File: src/rtl/lpm_pkg.sv
package lpm_pkg;

  // Captured low-power request bits
  typedef struct packed {
    logic sub_off;
    logic osc_off;
    logic cpu_off;
  } lp_bits_t;

  localparam int unsigned LPM_SUB_DIV_DEF = 8;
  localparam int unsigned LPM_AUX_DIV_DEF = 32;

endpackage

File: src/rtl/lpm_irq_ctx.sv
module lpm_irq_ctx (
  input  logic clk,
  input  logic rst,
  input  logic accept_i,
  input  logic return_i,
  output logic ctx_o
);

  logic ctx_q;

  // Accept takes priority over return so a back-to-back interrupt keeps service open
  always_ff @(posedge clk) begin
    if (rst)           ctx_q <= 1'b0;
    else if (accept_i) ctx_q <= 1'b1;
    else if (return_i) ctx_q <= 1'b0;
  end

  assign ctx_o = ctx_q;

  a_r10_accept_opens: assert property (@(posedge clk) disable iff (rst)
    accept_i |=> ctx_o);

  a_r5_return_closes: assert property (@(posedge clk) disable iff (rst)
    (return_i && !accept_i) |=> !ctx_o);

endmodule

File: src/rtl/lpm_en_div.sv
module lpm_en_div #(
  parameter int unsigned DIV = 8
) (
  input  logic clk,
  input  logic rst,
  input  logic bypass_i,
  input  logic run_i,
  output logic en_o
);

  logic en_q;

  generate
    if (DIV > 1) begin : g_div
      localparam int unsigned CNT_W = $clog2(DIV);
      localparam logic [CNT_W-1:0] LAST = CNT_W'(DIV - 1);
      logic [CNT_W-1:0] cnt_q;
      logic             wrap;

      assign wrap = (cnt_q == LAST);

      always_ff @(posedge clk) begin
        if (rst) begin
          cnt_q <= '0;
          en_q  <= 1'b0;
        end else begin
          cnt_q <= wrap ? '0 : cnt_q + 1'b1;
          en_q  <= (wrap || bypass_i) && run_i;
        end
      end

      // a divided pulse that began on a wrap is never stretched
      a_r6_single_pulse: assert property (@(posedge clk) disable iff (rst)
        (en_q && !bypass_i && cnt_q == '0) |=> !en_q);
    end else begin : g_nodiv
      always_ff @(posedge clk) begin
        if (rst) en_q <= 1'b0;
        else     en_q <= run_i;
      end
    end
  endgenerate

  assign en_o = en_q;

endmodule

File: src/rtl/lpm_clk_gate.sv
module lpm_clk_gate #(
  parameter int unsigned SUB_DIV = lpm_pkg::LPM_SUB_DIV_DEF,
  parameter int unsigned AUX_DIV = lpm_pkg::LPM_AUX_DIV_DEF
) (
  input  logic clk,
  input  logic rst,
  input  logic lp_cpu_off,
  input  logic lp_osc_off,
  input  logic lp_sub_off,
  input  logic irq_accept,
  input  logic irq_return,
  input  logic dma_req,
  input  logic cfg_dma_wake,
  input  logic cfg_sub_direct,
  output logic cpu_run_en,
  output logic aux_clk_en,
  output logic sub_clk_en
);

  import lpm_pkg::*;

  lp_bits_t lp_q;
  logic     in_ctx;
  logic     dma_wake;
  logic     cpu_run_req, aux_run_req, sub_run_req;
  logic     cpu_run_q;

  // Capture of the status image bits; reset clears them so every domain runs
  always_ff @(posedge clk) begin
    if (rst) lp_q <= '0;
    else     lp_q <= '{sub_off: lp_sub_off, osc_off: lp_osc_off, cpu_off: lp_cpu_off};
  end

  lpm_irq_ctx u_ctx (
    .clk      (clk),
    .rst      (rst),
    .accept_i (irq_accept),
    .return_i (irq_return),
    .ctx_o    (in_ctx)
  );

  assign dma_wake    = dma_req && cfg_dma_wake;
  assign cpu_run_req = !(lp_q.cpu_off && !in_ctx);
  assign aux_run_req = !(lp_q.osc_off && !in_ctx);
  assign sub_run_req = !(lp_q.sub_off && !in_ctx && !dma_wake);

  always_ff @(posedge clk) begin
    if (rst) cpu_run_q <= 1'b1;
    else     cpu_run_q <= cpu_run_req;
  end
  assign cpu_run_en = cpu_run_q;

  lpm_en_div #(.DIV(SUB_DIV)) u_sub_div (
    .clk      (clk),
    .rst      (rst),
    .bypass_i (cfg_sub_direct),
    .run_i    (sub_run_req),
    .en_o     (sub_clk_en)
  );

  lpm_en_div #(.DIV(AUX_DIV)) u_aux_div (
    .clk      (clk),
    .rst      (rst),
    .bypass_i (1'b0),
    .run_i    (aux_run_req),
    .en_o     (aux_clk_en)
  );

  a_r2_cpu_halts: assert property (@(posedge clk) disable iff (rst)
    (lp_q.cpu_off && !in_ctx) |=> !cpu_run_en);

  a_r3_aux_gated: assert property (@(posedge clk) disable iff (rst)
    (lp_q.osc_off && !in_ctx) |=> !aux_clk_en);

  a_r4_sub_gated: assert property (@(posedge clk) disable iff (rst)
    (lp_q.sub_off && !in_ctx && !dma_wake) |=> !sub_clk_en);

  a_r5_ctx_runs_cpu: assert property (@(posedge clk) disable iff (rst)
    in_ctx |=> cpu_run_en);

endmodule

File: config.mk
export PLATFORM = sky130hd
export DESIGN_NAME = lpm_clk_gate
export DESIGN_NICKNAME = d
export VERILOG_FILES = /design/src/rtl/lpm_pkg.sv /design/src/rtl/lpm_irq_ctx.sv /design/src/rtl/lpm_en_div.sv /design/src/rtl/lpm_clk_gate.sv
export SDC_FILE = /design/constraint.sdc
export NUM_CORES = 1
export LEC_CHECK = 0
export BUFFER_PORTS_ARGS = -buffer_cell sky130_fd_sc_hd__buf_2
export CAP_MARGIN = 5
export CORE_AREA = 10 10 47 49
export DETAILED_ROUTE_END_ITERATION = 6
export DIE_AREA = 0 0 57 59
export GPL_TIMING_DRIVEN = 0
export PLACE_DENSITY = 0.62
export SYNTH_ARGS = -nofsm -noshare
export SYNTH_HDL_FRONTEND = slang
export SYNTH_SLANG_ARGS = --single-unit
File: constraint.sdc
create_clock -name clk -period 2.7 [get_ports clk]
set_input_delay 0.135 -clock clk [delete_from_list [all_inputs] [get_ports clk]]
set_output_delay 0.135 -clock clk [all_outputs]
set_load 0.005 [all_outputs]
Word-level counts from Yosys, hierarchy flattened:

Cells that the tools add are included.

* mux-type cells: 2
* reductions and logical operators: 16
* equal/unequal tests: 2
* add/subtract/negate cells: 2

Operators by type and width (number)
* $logic_and A1 B1 Y1: 7
* $add A5 B1 Y5 const B: 1
* $eq A5 B5 Y1 const B: 1
* $logic_not A1 Y1: 5
* $reduce_or A2 Y1: 2
* $add A3 B1 Y3 const B: 1
* $eq A3 B3 Y1 const B: 1
* $mux W1: 2
* $reduce_bool A2 Y1: 1
* $logic_or A1 B1 Y1: 1

* register bits: 15
* logic and storage cells: 31
* bits of input ports: 10
* output and inout bits: 3

Logic depth before layout (Yosys ltp):

Gate-level depths: netlist (run 1).

* depth after elaboration: 5
* mapped depth: 5

By module:

From an unflattened synthesis (run 1), not the netlist that was laid out.

* cells, all modules: 47
* area, all modules: 535.5 sq um

Modules (own cells, without submodules)
* lpm_en_div (u_aux_div): instances 1, cells an instance 20, area an instance 225.2 sq um
* lpm_en_div (u_sub_div): instances 1, cells an instance 11, area an instance 141.4 sq um
* lpm_clk_gate: instances 1, cells an instance 12, area an instance 130.1 sq um
* lpm_irq_ctx: instances 1, cells an instance 4, area an instance 38.8 sq um

Worst setup path after synthesis (run 1):

Ideal clock, no wire load.

* kind: flip-flop to flip-flop
* start: reg u_aux_div.g_div.cnt_q[0]
* end: reg u_aux_div.g_div.cnt_q[3]
* required time: 2579 ps
* arrival time: 1164 ps
* stages on the path, launching flop included: 6
* setup slack: 1415 ps
* cells stage by stage: dfxtp_1 -> ha_1 -> and3_1 -> ha_1 -> nor3_1 -> mux2_4

* cells in the longest elaborated chain, start to end: 2
* elaborated cells on any way between the ends: 3
* those cells by class: add/sub (1); eq/ne (1); reduce/logical (1)

RTL lines
* start, declared: line lpm_en_div.sv:17 `logic [CNT_W-1:0] cnt_q;`
* start signal, assigned: line lpm_en_div.sv:27 `cnt_q <= wrap ? '0 : cnt_q + 1'b1;`
* branches (longest 2 deep; another with $add A5 B1 Y5)

Parallel ways; which one is timed is not known.
A chain may end at the register's enable or synchronous reset.

Final worst setup path (run 1):

Ends and elaborated chain as after synthesis.

==> impl_metrics.json, run 1 <==
{
  "ys_top_cells_by_count": "dfxtp_1 (15), ha_1 (4), nor2b_1 (4)",
  "final_max_slew_viol_count": 0,
  "status": "finished clean",
  "holdPathStages": 2,
  "synthCells": 46,
  "yosys.cell_types.count": 18,
  "setup_viol": 0,
  "rsz0062_at_grt": "false",
  "wl_per_cell_um": 11.0,
  "num_antenna_cells": 0,
  "ys_ff_latch": 15,
  "initial_utilization": 0.392,
  "htree_num_levels": 1,
  "post_cts_buffers": 0,
  "rr_worst_depth": 5,
  "coreArea_sq_mm": 0.00140,
  "ctsHoldBuffers": 0,
  "die-area_sq_mm": 0.00336,
  "clk_pin_slew_worst_paths_ns": 0.09,
  "cts_max_path_buffers": 2,
  "worst_skew_pair.late_latency_ns": 0.28,
  "r2r_start": "u_aux_div.g_div.cnt_q[0]",
  "synthTopCellsByArea": "dfxtp_1 (55%), ha_1 (9.1%), nor2b_1 (4.6%), nor3b_2 (4.6%), nor3_2 (3.6%)",
  "hold_end": "lp_q[2]",
  "yosysMostFrequentCell": "dfxtp_1",
  "critPathRequiredTime_ns": 2.88,
  "grt_first_pass_wirelength_mm": 1.57,
  "rows": 14,
  "die_h_um": 59,
  "path_cells": "ha_1 > and3_1 > ha_1 > nor3_1 > mux2_4",
  "worst_hold_slack_ns": 0.0594,
  "fin_total_pwr_mw": 0.396,
  "cts-resized-gates": 0,
  "grt_pass1_vias": 417,
  "clkSinkCount": 15,
  "die_x_um": 57,
  "grt_util_all_layers": 0.0594,
  "setup-tns-final_ns": 0,
  "syn_nets": 60,
  "ant_nets": 0,
  "finalHoldViolCount": 0,
  "vias": 366,
  "drc": 0,
  "num-nets-final": 77,
  "r2r-end": "u_aux_div.g_div.cnt_q[3]",
  "cts_tree": "built",
  "ys_seq_area_frac": 0.547,
  "clockRootBuffer": "clkbuf_4",
  "worst_pin_slew_ns": 0.231,
  "synth-edff-count": 0,
  "gp_congestion": 0.634,
  "globalRouteOverflowTotal": 0,
  "grt_max_degree": 11,
  "skew_ns": 0.000944,
  "critPathSlowestCell": "dfxtp_1",
  "vdd_drop_max_v": 0.000325,
  "r2r_slack_ns": 1.32,
  "post-synth-top-area-cell": "dfxtp_1",
  "syn_avg_cell_area_sq_um": 11.9,
  "cts_buffers": 3,
  "hp-class": "input port to flip-flop",
  "io_buffer_count": 12,
  "layout-drive-gt1-share": 0.371,
  "pin_count": 13,
  "dr.pass1.iters": 1,
  "slew_headroom": 0.846,
  "drt_first_iter_violations": 0,
  "holdCritStartpoint": "lp_sub_off",
  "path_class": "flip-flop to flip-flop",
  "max_freq_mhz": 727,
  "grt_antenna_before_repair": 0,
  "yosysWarningCount": 0,
  "fin_crit_sh": 0.510,
  "viasPerCell": 4.69,
  "synthFlopType": "dfxtp_1",
  "max_stage_delay_ns": 0.36,
  "synth_top_area_share": 0.547,
  "totalWireLength_um": 856,
  "crit_path_start_kind": "flip-flop",
  "areaGrowthSynthToFinish_pct": 19.4,
  "cp_max_fo": 5,
  "cp-end-kind": "flip-flop",
  "finalCriticalPeriod_ns": 1.38,
  "synth_area_sq_um": 549,
  "maxCapViolations": 0,
  "worst_path_most_repeated_cell": "ha_1",
  "power_density_mw_per_mm2": 604,
  "p_leak_nw": 0.306,
  "post-dp-hpwl_um": 701,
  "async_flop_share": 0,
  "cp.arrival_ns": 1.55
}
state kept, by name (all words and copies together) (netlist names):
signal and count:
u_ctx.ctx_o 1, u_aux_div.g_div.cnt_q 5, u_sub_div.en_o 1, cpu_run_en 1, u_sub_div.g_div.cnt_q 3, lp_q 3, u_aux_div.en_o 1
metrics by stage:
stage | std cells | utilization | cell area, sq um | setup slack [ns]
floorplan | 46 | - | 549 | 1.42
global placement | 74 | 0.449 | 629 | 1.33
detailed placement | 74 | 0.449 | 629 | 1.32
CTS | 78 | 0.468 | 656 | 1.31
global route | 78 | 0.468 | 656 | 1.23
finish | 78 | 0.468 | 656 | 1.32
layout make-up:
cell class | count | area [sq um]
multi-input combinational | 27 | 233
inverter | 3 | 11.3
clock buffer | 4 | 26.3
tap | 16 | 20.0
sequential | 15 | 300
buffer | 1 | 5.00
timing repair buffer | 12 | 60.1
fill | 132 | 746
layer usage:
| layer | up-vias | track usage | wire length, um |
|---|---|---|---|
| li1 | 189 | - | - |
| met2 | 11 | 0.0977 | 403 |
| met4 | 0 | 0.0503 | 25 |
| met5 | - | 0 | 0 |
| met3 | 3 | 0.0279 | 43 |
| met1 | 163 | 0.0551 | 384 |
worst max-delay path by stage:
stage | start | endpoint | slack [ns]
CTS | u_aux_div.g_div.cnt_q[0] | u_aux_div.g_div.cnt_q[3] | 1.31
global route | u_aux_div.g_div.cnt_q[0] | u_aux_div.g_div.cnt_q[3] | 1.23
finish | u_aux_div.g_div.cnt_q[0] | u_aux_div.g_div.cnt_q[3] | 1.32
global placement | u_aux_div.g_div.cnt_q[0] | u_aux_div.g_div.cnt_q[3] | 1.33
detailed placement | u_aux_div.g_div.cnt_q[0] | u_aux_div.g_div.cnt_q[3] | 1.32
floorplan | u_aux_div.g_div.cnt_q[0] | u_aux_div.g_div.cnt_q[3] | 1.42
kinds of logic (layout without fill, tap and decap cells):
group / after synthesis / in the layout / share of synthesized area
compound gates: 3 / 3 / 0.0638
flops: 15 / 15 / 0.547
xor+xnor: 1 / 1 / 0.0159
buf+inv: 4 / 20 / 0.0296
fa+ha+maj: 4 / 4 / 0.0911
simple gates: 18 / 18 / 0.225
mux: 1 / 1 / 0.0273
layout by cell type (no fill, tap or decap):
master	synthesis	final
nor3b_1	1	1
ha_1	4	4
and3_1	3	3
inv_1	3	3
nand2_1	1	1
a211oi_2	1	1
clkbuf_1	0	1
nor3b_2	2	2
dfxtp_1	15	15
nand3_1	2	2
nor3_1	2	2
clkbuf_4	0	3
nor2b_1	4	4
nor3_2	2	2
nor2_1	1	1
mux2_4	1	1
buf_2	1	13
xnor2_1	1	1
o21a_1	1	1
a311oi_2	1	1
critical path, delay by kind of cell, from the launching register on:
family | cells | cell delay, ns
adder cells (fa/ha/maj) | 2 | 0.43
flip-flops | 1 | 0.36
multiplexers | 1 | 0.26
AND/OR/NAND/NOR | 2 | 0.23
power by group:
part	total (mW)	internal, mW	switching, mW	leakage [nW]
Sequential	0.239	0.234	0.00540	0.124
Clock	0.126	0.0573	0.0690	0.0150
Combinational	0.0310	0.0179	0.0131	0.168
Total	0.396	0.309	0.0875	0.306
Note: power is estimated with default switching activity, not from simulation.
==> inputs of run 2 (changes only) <==
PLACE_DENSITY = 0.64   (was 0.62)
clock period = 1.2 ns   (was 2.7 ns; I/O delays follow)
==> run 2 against run 1 <==
- the flow now finishes with violations (negative setup slack)
- combinational power rose to 2.9 times the previous value
- worst setup slack got worse by 1.3 ns
- register-to-register slack got worse by 1.3 ns
- wire length rose by 13%
- critical endpoint unchanged
- first-iteration DRC count rose by 6
- largest cell class unchanged
- critical path depth did not move
- global-route usage rose by 0.62 points
==> impl_metrics.json, run 2 (synthesis gave the netlist of run 1 again) <==
{
  "grt_util_all_layers": 0.0655,
  "grt_max_degree": 11,
  "holdPathStages": 2,
  "fin_crit_sh": 1.02,
  "nFillCells": 142,
  "p_sw_mw": 0.208,
  "cp-end-kind": "flip-flop",
  "power_density_mw_per_mm2": 1220,
  "vias": 386,
  "top_regs": "u_aux_div.g_div.cnt_q x5, lp_q x3, u_sub_div.g_div.cnt_q x3",
  "critPathRequiredTime_ns": 1.37,
  "wl_per_cell_um": 11.6,
  "slew_headroom": 0.836,
  "largest_reg_flops": 5,
  "intPower_mw": 0.707,
  "worst_skew_pair.late_latency_ns": 0.28,
  "htree_num_levels": 1,
  "max_freq_mhz": 818,
  "r2r_slack_ns": -0.02,
  "power_frac_clock": 0.308,
  "dr.pass1.iters": 2,
  "gp_congestion": 0.629,
  "p_leak_nw": 0.330,
  "multi_input_area_sq_um": 270,
  "maxCapViolations": 0,
  "layout-drive-gt1-share": 0.500,
  "pre_cts_ws_ns": -0.0320,
  "pwr-share-comb": 0.099,
  "failed_checks": "negative setup slack",
  "die-area_sq_mm": 0.00336,
  "rr_worst_depth": 5,
  "ff_latch_area_sq_um": 303,
  "die_h_um": 59,
  "globalRouteOverflowTotal": 0,
  "final_max_slew_viol_count": 0,
  "ant_nets": 0,
  "viasPerCell": 4.60,
  "coreArea_sq_mm": 0.00140,
  "grt_antenna_before_repair": 0,
  "crit_end": "u_aux_div.g_div.cnt_q[3]",
  "clockRootBuffer": "clkbuf_4",
  "instances_no_fill": 84,
  "setup.worst_path.start": "u_aux_div.g_div.cnt_q[0]",
  "rows": 14,
  "timing.final.ws_setup_ns": -0.0224,
  "io_buffer_count": 12,
  "vdd_drop_max_v": 0.000643,
  "cp_max_fo": 5,
  "hp-class": "input port to flip-flop",
  "setup_viol": 1,
  "grt_first_pass_wirelength_mm": 1.75,
  "crit_path_start_kind": "flip-flop",
  "num-nets-final": 83,
  "clkSinkCount": 15,
  "post-dp-hpwl_um": 736,
  "drc": 0,
  "finalHoldViolCount": 0,
  "cts_tree": "built",
  "grt_pass1_vias": 440,
  "num_antenna_cells": 0,
  "rsz0062_at_grt": "true",
  "cts_max_path_buffers": 2,
  "r2r_start": "u_aux_div.g_div.cnt_q[0]",
  "r2r-end": "u_aux_div.g_div.cnt_q[3]",
  "initial_utilization": 0.392,
  "clk_pin_slew_worst_paths_ns": 0.09,
  "seqPwrFrac": 0.593,
  "place_inst": 74,
  "worst_pin_slew_ns": 0.247,
  "die_x_um": 57,
  "cp.arrival_ns": 1.39,
  "largest_register": "u_aux_div.g_div.cnt_q",
  "drt_first_iter_violations": 6,
  "final_cell_mix": "buf_2 (13), dfxtp_1 (13), nor2b_1 (4)",
  "totalWireLength_um": 971,
  "status": "finished, violations left",
  "finalCriticalPeriod_ns": 1.22,
  "path_class": "flip-flop to flip-flop",
  "areaGrowthSynthToFinish_pct": 36.4,
  "skew_ns": 0.00893,
  "cts_buffers": 3,
  "pin_count": 13,
  "sw_frac_of_total": 0.227
}
run 2: per-stage QoR:
| step | hold WS (ns) | total power, mW | utilization | setup TNS (ns) | area [sq um] |
|---|---|---|---|---|---|
| detailed placement | 0.278 | 0.629 | 0.472 | -0.0320 | 662 |
| global placement | 0.269 | 0.625 | 0.472 | -0.0202 | 662 |
| finish | 0.0117 | 0.914 | 0.535 | -0.0224 | 749 |
| CTS | 0.0136 | 0.923 | 0.522 | -0.0380 | 732 |
| global route | 0.0274 | 0.969 | 0.535 | -0.0602 | 749 |
| floorplan | 0.184 | 0.600 | - | 0 | 582 |
run 2: worst min path at each step:
stage | endpoint | startpoint | slack (ns)
finish | lp_q[0] | lp_cpu_off | 0.01
global route | lp_q[0] | lp_cpu_off | 0.03
CTS | lp_q[0] | lp_cpu_off | 0.01
detailed placement | lp_q[2] | lp_sub_off | 0.28
floorplan | u_ctx.ctx_o | irq_accept | 0.18
global placement | lp_q[1] | lp_osc_off | 0.27
run 2: critical path, cell delays in order, from the launching register on:
cell and delay [ns]:
dfxtp_2 0.36, ha_4 0.13, and3_4 0.17, ha_4 0.15, nor3b_1 0.05, mux2_4 0.25
run 2: power by group through the flow:
| stage | logic, mW | clock network (mW) | registers (mW) |
|---|---|---|---|
| floorplan | 0.0479 | 0 | 0.552 |
| global placement | 0.0718 | 0 | 0.553 |
| detailed placement | 0.0743 | 0 | 0.555 |
| CTS | 0.0862 | 0.294 | 0.543 |
| global route | 0.105 | 0.318 | 0.546 |
| finish | 0.0908 | 0.281 | 0.542 |
run 2: layer usage:
metal  global-route usage  up-vias  share of wire
met5                    0        -              0
met4               0.0503        0          0.018
met3               0.0279        2          0.039
met2                0.110       10           0.54
met1               0.0625      173           0.40
li1                     -      201              -
run 2: cell type report:
class / count / share of cell area
Inverter: 3 / 0.0150
Timing Repair Buffer: 18 / 0.150
Multi-Input combinational cell: 27 / 0.361
Sequential cell: 15 / 0.404
Tap cell: 16 / 0.0267
Buffer: 1 / 0.00668
Clock buffer: 3 / 0.0301
Clock inverter: 1 / 0.00668
run 2: repair_timing:
item                                    in CTS  in global routing
hold endpoints to repair                     3                  0
resized for setup                            1                  1
setup buffers                                1                  2
hold buffers                                 3                  0
endpoints found under the setup margin       1                  5
